==> src/rtl/tmr_pkg.sv <==
package tmr_pkg;
    parameter int BYTE_W = 8;
    parameter int PRE_W  = 5;
    parameter int CH_N   = 2;
    parameter int ADDR_W = 3;

    typedef enum logic [1:0] {
        MD_PRE13   = 2'b00,
        MD_FULL16  = 2'b01,
        MD_RELOAD8 = 2'b10,
        MD_SPLIT   = 2'b11
    } tmr_mode_e;

    // one nibble of the configuration byte
    typedef struct packed {
        logic      gate;
        logic      ext;
        tmr_mode_e mode;
    } chan_cfg_t;

    typedef chan_cfg_t [CH_N-1:0] cfg_pair_t;

    localparam logic [ADDR_W-1:0] A_CFG = 3'd0;
    localparam logic [ADDR_W-1:0] A_CTL = 3'd1;
    localparam logic [ADDR_W-1:0] A_LO0 = 3'd2;
    localparam logic [ADDR_W-1:0] A_HI0 = 3'd3;
    localparam logic [ADDR_W-1:0] A_LO1 = 3'd4;
    localparam logic [ADDR_W-1:0] A_HI1 = 3'd5;
endpackage

==> src/rtl/tmr_sync.sv <==
module tmr_sync #(
    parameter int N = 2
) (
    input  logic         clk,
    input  logic         rst_n,
    input  logic         tick,
    input  logic [N-1:0] pin,
    input  logic [N-1:0] gate_in,
    output logic [N-1:0] fall,
    output logic [N-1:0] gate_ok
);
    typedef struct packed {
        logic [N-1:0] p1;
        logic [N-1:0] p2;
        logic [N-1:0] samp;
        logic [N-1:0] g1;
        logic [N-1:0] g2;
    } sync_st_t;

    sync_st_t st_d, st_q;

    always_comb begin
        st_d    = st_q;
        st_d.p1 = pin;
        st_d.p2 = st_q.p1;
        st_d.g1 = gate_in;
        st_d.g2 = st_q.g1;
        if (tick) st_d.samp = st_q.p2;
    end

    always_ff @(posedge clk or negedge rst_n) begin
        if (!rst_n) st_q <= '0;
        else        st_q <= st_d;
    end

    assign fall    = {N{tick}} & st_q.samp & ~st_q.p2;
    assign gate_ok = st_q.g2;

    for (genvar i = 0; i < N; i++) begin : g_chk

        fall_resample_chk: assert property (@(posedge clk) disable iff (!rst_n)
            fall[i] |=> !st_q.samp[i]);
    end
endmodule

==> src/rtl/tmr_core.sv <==
module tmr_core
    import tmr_pkg::*;
#(
    parameter bit SPLIT_OK = 1'b0
) (
    input  tmr_mode_e         mode,
    input  logic [BYTE_W-1:0] lo,
    input  logic [BYTE_W-1:0] hi,
    input  logic              inc,
    input  logic              hi_inc,
    output logic [BYTE_W-1:0] lo_n,
    output logic [BYTE_W-1:0] hi_n,
    output logic              ovf,
    output logic              ovf_hi
);
    localparam int FULL_W = 2 * BYTE_W;

    logic [PRE_W:0]  pre_sum;
    logic [BYTE_W:0] lo_sum;
    logic [BYTE_W:0] hi_sum;
    logic [FULL_W:0] full_sum;

    always_comb begin
        pre_sum  = {1'b0, lo[PRE_W-1:0]} + 1'b1;
        lo_sum   = {1'b0, lo} + 1'b1;
        hi_sum   = {1'b0, hi} + 1'b1;
        full_sum = {1'b0, hi, lo} + 1'b1;
        lo_n     = lo;
        hi_n     = hi;
        ovf      = 1'b0;
        ovf_hi   = 1'b0;
        case (mode)
            MD_PRE13: begin
                if (inc) begin
                    lo_n[PRE_W-1:0] = pre_sum[PRE_W-1:0];
                    if (pre_sum[PRE_W]) begin
                        hi_n = hi_sum[BYTE_W-1:0];
                        ovf  = hi_sum[BYTE_W];
                    end
                end
            end
            MD_FULL16: begin
                if (inc) begin
                    {hi_n, lo_n} = full_sum[FULL_W-1:0];
                    ovf          = full_sum[FULL_W];
                end
            end
            MD_RELOAD8: begin
                if (inc) begin
                    if (lo_sum[BYTE_W]) begin
                        lo_n = hi;
                        ovf  = 1'b1;
                    end else begin
                        lo_n = lo_sum[BYTE_W-1:0];
                    end
                end
            end
            default: begin
                if (SPLIT_OK) begin
                    if (inc) begin
                        lo_n = lo_sum[BYTE_W-1:0];
                        ovf  = lo_sum[BYTE_W];
                    end
                    if (hi_inc) begin
                        hi_n   = hi_sum[BYTE_W-1:0];
                        ovf_hi = hi_sum[BYTE_W];
                    end
                end
            end
        endcase
    end
endmodule

==> src/rtl/tmr_pair.sv <==
module tmr_pair
    import tmr_pkg::*;
(
    input  logic              clk,
    input  logic              rst_n,
    input  logic              mc_tick,
    input  logic [ADDR_W-1:0] reg_addr,
    input  logic              reg_wr,
    input  logic [BYTE_W-1:0] reg_wdata,
    output logic [BYTE_W-1:0] reg_rdata,
    input  logic [CH_N-1:0]   ext_cnt,
    input  logic [CH_N-1:0]   ext_gate,
    input  logic [CH_N-1:0]   ack_clr,
    output logic [CH_N-1:0]   ovf_flag
);
    typedef struct packed {
        cfg_pair_t                     cfg;
        logic [CH_N-1:0]               run;
        logic [CH_N-1:0]               flag;
        logic [CH_N-1:0][BYTE_W-1:0]   lo;
        logic [CH_N-1:0][BYTE_W-1:0]   hi;
    } pair_st_t;

    pair_st_t st_d, st_q;

    logic [CH_N-1:0]             fall, gate_ok, inc, hi_inc, ovf, ovf_hi, flag_set;
    logic [CH_N-1:0][BYTE_W-1:0] lo_n, hi_n;

    tmr_sync #(.N(CH_N)) u_sync (
        .clk     (clk),
        .rst_n   (rst_n),
        .tick    (mc_tick),
        .pin     (ext_cnt),
        .gate_in (ext_gate),
        .fall    (fall),
        .gate_ok (gate_ok)
    );

    for (genvar c = 0; c < CH_N; c++) begin : g_ch
        assign inc[c] = mc_tick & st_q.run[c]
                      & (~st_q.cfg[c].gate | gate_ok[c])
                      & (st_q.cfg[c].ext ? fall[c] : 1'b1);

        tmr_core #(.SPLIT_OK(c == 0)) u_core (
            .mode   (st_q.cfg[c].mode),
            .lo     (st_q.lo[c]),
            .hi     (st_q.hi[c]),
            .inc    (inc[c]),
            .hi_inc (hi_inc[c]),
            .lo_n   (lo_n[c]),
            .hi_n   (hi_n[c]),
            .ovf    (ovf[c]),
            .ovf_hi (ovf_hi[c])
        );
    end

    // channel 0 split: its high byte borrows channel 1's run bit and flag
    assign hi_inc[0]   = mc_tick & st_q.run[1] & (st_q.cfg[0].mode == MD_SPLIT);
    assign hi_inc[1]   = 1'b0;
    assign flag_set[0] = ovf[0];
    assign flag_set[1] = ovf[1] | ovf_hi[0] | ovf_hi[1];

    always_comb begin
        st_d      = st_q;
        st_d.lo   = lo_n;
        st_d.hi   = hi_n;
        st_d.flag = st_q.flag & ~ack_clr;
        if (reg_wr) begin
            case (reg_addr)
                A_CFG: st_d.cfg = cfg_pair_t'(reg_wdata);
                A_CTL: begin
                    st_d.run  = reg_wdata[1:0];
                    st_d.flag = reg_wdata[3:2];
                end
                A_LO0: st_d.lo[0] = reg_wdata;
                A_HI0: st_d.hi[0] = reg_wdata;
                A_LO1: st_d.lo[1] = reg_wdata;
                A_HI1: st_d.hi[1] = reg_wdata;
                default: ;
            endcase
        end
        st_d.flag = st_d.flag | flag_set;
    end

    always_ff @(posedge clk or negedge rst_n) begin
        if (!rst_n) st_q <= '0;
        else        st_q <= st_d;
    end

    always_comb begin
        case (reg_addr)
            A_CFG:   reg_rdata = st_q.cfg;
            A_CTL:   reg_rdata = {4'b0000, st_q.flag, st_q.run};
            A_LO0:   reg_rdata = st_q.lo[0];
            A_HI0:   reg_rdata = st_q.hi[0];
            A_LO1:   reg_rdata = st_q.lo[1];
            A_HI1:   reg_rdata = st_q.hi[1];
            default: reg_rdata = '0;
        endcase
    end

    assign ovf_flag = st_q.flag;


    stopped_hold_chk: assert property (@(posedge clk) disable iff (!rst_n)
        (!st_q.run[0] && !reg_wr) |=> st_q.lo[0] == $past(st_q.lo[0]));


    full_wrap_chk: assert property (@(posedge clk) disable iff (!rst_n)
        (st_q.cfg[0].mode == MD_FULL16 && inc[0] && (&{st_q.hi[0], st_q.lo[0]}) && !reg_wr)
        |=> (st_q.flag[0] && st_q.lo[0] == '0 && st_q.hi[0] == '0));


    reload_src_chk: assert property (@(posedge clk) disable iff (!rst_n)
        (st_q.cfg[1].mode == MD_RELOAD8 && !reg_wr) |=> st_q.hi[1] == $past(st_q.hi[1]));


    split_hold_chk: assert property (@(posedge clk) disable iff (!rst_n)
        (st_q.cfg[1].mode == MD_SPLIT && !reg_wr)
        |=> (st_q.lo[1] == $past(st_q.lo[1]) && st_q.hi[1] == $past(st_q.hi[1])));


    flag_clear_chk: assert property (@(posedge clk) disable iff (!rst_n)
        (ack_clr[0] && !ovf[0] && !reg_wr) |=> !ovf_flag[0]);


    split_hi_flag_chk: assert property (@(posedge clk) disable iff (!rst_n)
        (hi_inc[0] && (&st_q.hi[0]) && !reg_wr) |=> ovf_flag[1]);
endmodule

==> config.mk <==
export PLATFORM = sky130hd
export DESIGN_NAME = tmr_pair
export DESIGN_NICKNAME = d
export VERILOG_FILES = /design/src/rtl/tmr_pkg.sv /design/src/rtl/tmr_sync.sv /design/src/rtl/tmr_core.sv /design/src/rtl/tmr_pair.sv
export SDC_FILE = /design/constraint.sdc
export NUM_CORES = 1
export LEC_CHECK = 0
export ABC_AREA = 0
export BUFFER_PORTS_ARGS = -buffer_cell sky130_fd_sc_hd__buf_2
export CORE_MARGIN = 2
export CORE_UTILIZATION = 45
export DETAILED_ROUTE_END_ITERATION = 16
export PLACE_DENSITY_LB_ADDON = 0.08
export SLEW_MARGIN = 20
export SYNTH_ARGS = -nofsm -noshare
export SYNTH_HDL_FRONTEND = slang
export SYNTH_SLANG_ARGS = --single-unit
==> constraint.sdc <==
create_clock -name clk -period 6 [get_ports clk]
set_clock_uncertainty 0.1 [all_clocks]
set_input_delay 0.3 -clock clk [delete_from_list [all_inputs] [get_ports clk]]
set_output_delay 0.3 -clock clk [all_outputs]
set_load 0.005 [all_outputs]
==> run_results.csv <==
group,metric,value,unit
synthesis,yosys-top-cells-area,"dfrtp_1 (34%), nand2_1 (5.0%), nor2_1 (4.8%), a21oi_1 (4.7%), mux2_2 (4.2%)",
worst_setup_path,startpoint,"u_sync.st_q[6]",
power,finalPower,1.411,mW
timing,grt_setup_unrepaired,"no",
timing,max_freq,372.6,MHz
timing,slew_headroom,42.52,%
worst_setup_path,critPathMaxFanout,12,
timing,fin_crit_sh,44.74,%
synthesis,syn_nets,517,
place,hpwl,8935,um
synthesis,syn_area,4008,um^2
route,drt_wl_total,12540,um
synthesis,syn_inst,487,
timing,totalNegativeSetupSlack,0,ns
synthesis,yosys_warnings,0,
clocking,numCtsBuffers,5,
worst_setup_path,r2r_start,"u_sync.st_q[6]",
clocking,cts_buffer_depth,2,
synthesis,yosys.area.top_type,"dfrtp_1",
final_layout,seqCellArea,1351,um^2
final_layout,fillers,843,
synthesis,syn_avg_cell_area,8.229,um^2
route,dr_total_vias,3930,
worst_setup_path,cp.arrival,2.83,ns
die,core,8678,um^2
global_route,grt-ovfl-total,0,
worst_setup_path,critPathCaptureType,"register",
route,vias_per_cell,6.453,
power,vdd_drop_max,0.1350,mV
synthesis,synth_common_cells,"dfrtp_1 (54), nand2_1 (53), nor2_1 (51)",
final_layout,multi_input_area,2471,um^2
final_layout,nets,530,
flow_run,maxCapViolations,0,
clocking,htreeDepth,2,
route,drc,0,
route,post_drt_wl_per_cell,20.59,um
route,drtIter0Drc,380,
synthesis,synth_ff_type,"dfrtp_1",
global_route,antenna_found_initial,0,
die,die_x,98.37,um
die,rows,34,
worst_setup_path,worstPathRequired,6.15,ns
worst_setup_path,critPathKind,"register to register",
route,drt_first_pass_iters,5,
timing,period_needed,2.684,ns
synthesis,synth_top_area_share,33.72,%
die,dieArea,9677,um^2
status,status,"finished with violations",
place,io_buffers,30,
global_route,grt_pass1_vias,3684,
die,die_height,98.37,um
status,violations,"negative hold slack",
synthesis,synth_edf_count,0,
synthesis,ys_async_sr_fraction,100.0,%
global_route,grt_max_degree,55,
timing,worst_pin_slew,0.8606,ns
clocking,cts.sinks,54,
synthesis,yosysMostFrequentCell,"dfrtp_1",
synthesis,seq_area_frac_synth,33.72,%
global_route,grtUsageTotal,26.47,%
timing,finalSetupViolations,0,
synthesis,ys_ff_latch,54,
route,antenna_left,0,
final_layout,drive_gt1_share,12.77,%
clocking,clk_pin_slew,0.10,ns
power,leakage,1.771,nW
synthesis,ys_types,66,
worst_hold_path,worstHoldPathType,"input port to asynchronous set/reset pin",
worst_setup_path,cp-start-kind,"register",
clocking,clk_latency,0.30,ns
timing,finalHoldViolCount,4,
die,boundaryPins,31,
final_layout,antenna_cells,0,
worst_setup_path,timing.rr.end,"st_q[3]",
timing,drv_slew,0,
place,place.gp.congestion,0.8811,
clocking,ctsRootBufferMaster,"clkbuf_8",
clocking,cts_tree,"done",
final_layout,syn_to_final_growth,7.181,%
worst_setup_path,rr_worst_depth,6,
die,initial_core_util,46.18,%
power,power_per_cell_area,328.5,nW/um^2
timing,holdWs,-0.006523,ns
global_route,grt_pass1_wl,20220,um
worst_setup_path,ff2ff_setup_slack,3.32,ns
## through the flow
step / hold slack [ns] / instances / worst slack (ns) / instance area, um^2 / util [%]
2_1_floorplan: -0.09559 / 487 / 3.989 / 4008 / -
5_1_grt: 0.07811 / 609 / 3.149 / 4295 / 49.50
4_1_cts: 0.05569 / 609 / 3.375 / 4295 / 49.50
3_5_place_dp: 0.2356 / 597 / 3.339 / 4164 / 47.98
6_report: -0.006523 / 609 / 3.316 / 4295 / 49.50
3_3_place_gp: 0.2315 / 597 / 3.443 / 4164 / 47.98
## critical path: stages (launching register included)
cell	delay, ns
dfrtp_1	0.38
nand2b_1	0.17
a211oi_2	0.70
nand2_1	0.38
or4_1	0.54
a31oi_1	0.19
o32a_2	0.17
## what timing repair did
item | 4_1_cts | 5_1_grt
hold buffers | 4 | 0
buffers inserted | 0 | 0
gates resized for setup | 0 | 0
hold endpoints to repair | 4 | 0
## cell type report
cell class              count  area share (%)
well taps                 108           3.146
multi-input cells         392           57.53
repair buffers             36           4.777
clock buffers               7           2.010
clock inverters             1          0.1165
flip-flops and latches     54           31.46
inverters                  11          0.9613
## cells in the final DEF (no fill, tap or decap), types with 4 or more instances in the layout
cell	instances
a211oi_1	6
a21oi_1	38
a221oi_1	6
a22oi_1	5
a31oi_1	9
and3_1	18
buf_2	30
clkbuf_8	6
dfrtp_1	54
dlygate4sd3_1	4
ha_1	9
inv_1	10
mux2_2	15
mux2i_1	11
nand2_1	53
nand2b_1	6
nand3_1	17
nor2_1	51
nor2b_1	5
nor3_1	19
nor4_1	4
o21ai_0	29
o22ai_1	7
xnor2_1	13
## worst max-delay path by stage
stage | to | slack [ns] | cells past startpoint
3_5_place_dp | st_q[15] | 3.34 | 7
6_report | st_q[3] | 3.32 | 6
5_1_grt | st_q[3] | 3.15 | 6
4_1_cts | st_q[3] | 3.38 | 6
2_1_floorplan | st_q[14] | 3.99 | 7
3_3_place_gp | st_q[3] | 3.44 | 7
## cells by family after synthesis
group           share of synthesized area (%)
buf+inv                                 4.620
mux                                     7.524
compound gates                          23.85
xor+xnor                                3.497
simple gates                            23.98
fa+ha+maj                               2.810
flops                                   33.72
## report_power, final
part           internal, mW  switching [mW]
Clock                0.0937           0.124
Combinational         0.249           0.286
Sequential            0.456           0.202
## flip-flops by register name, indices dropped and copies added, names as in the netlist
| signal | count |
|---|---|
| st_q | 42 |
| ovf_flag | 2 |
| u_sync.st_d | 4 |
| u_sync.gate_ok | 2 |
| u_sync.st_q | 4 |
## per-layer routing
metal	global-route usage, %	wire length (um)	up-vias
met5	0	0	-
met4	7.271	291	0
met3	4.366	1049	22
met2	38.10	5325	186
met1	40.95	5872	1889
li1	-	-	1833
(Power assumes the default switching activity.)
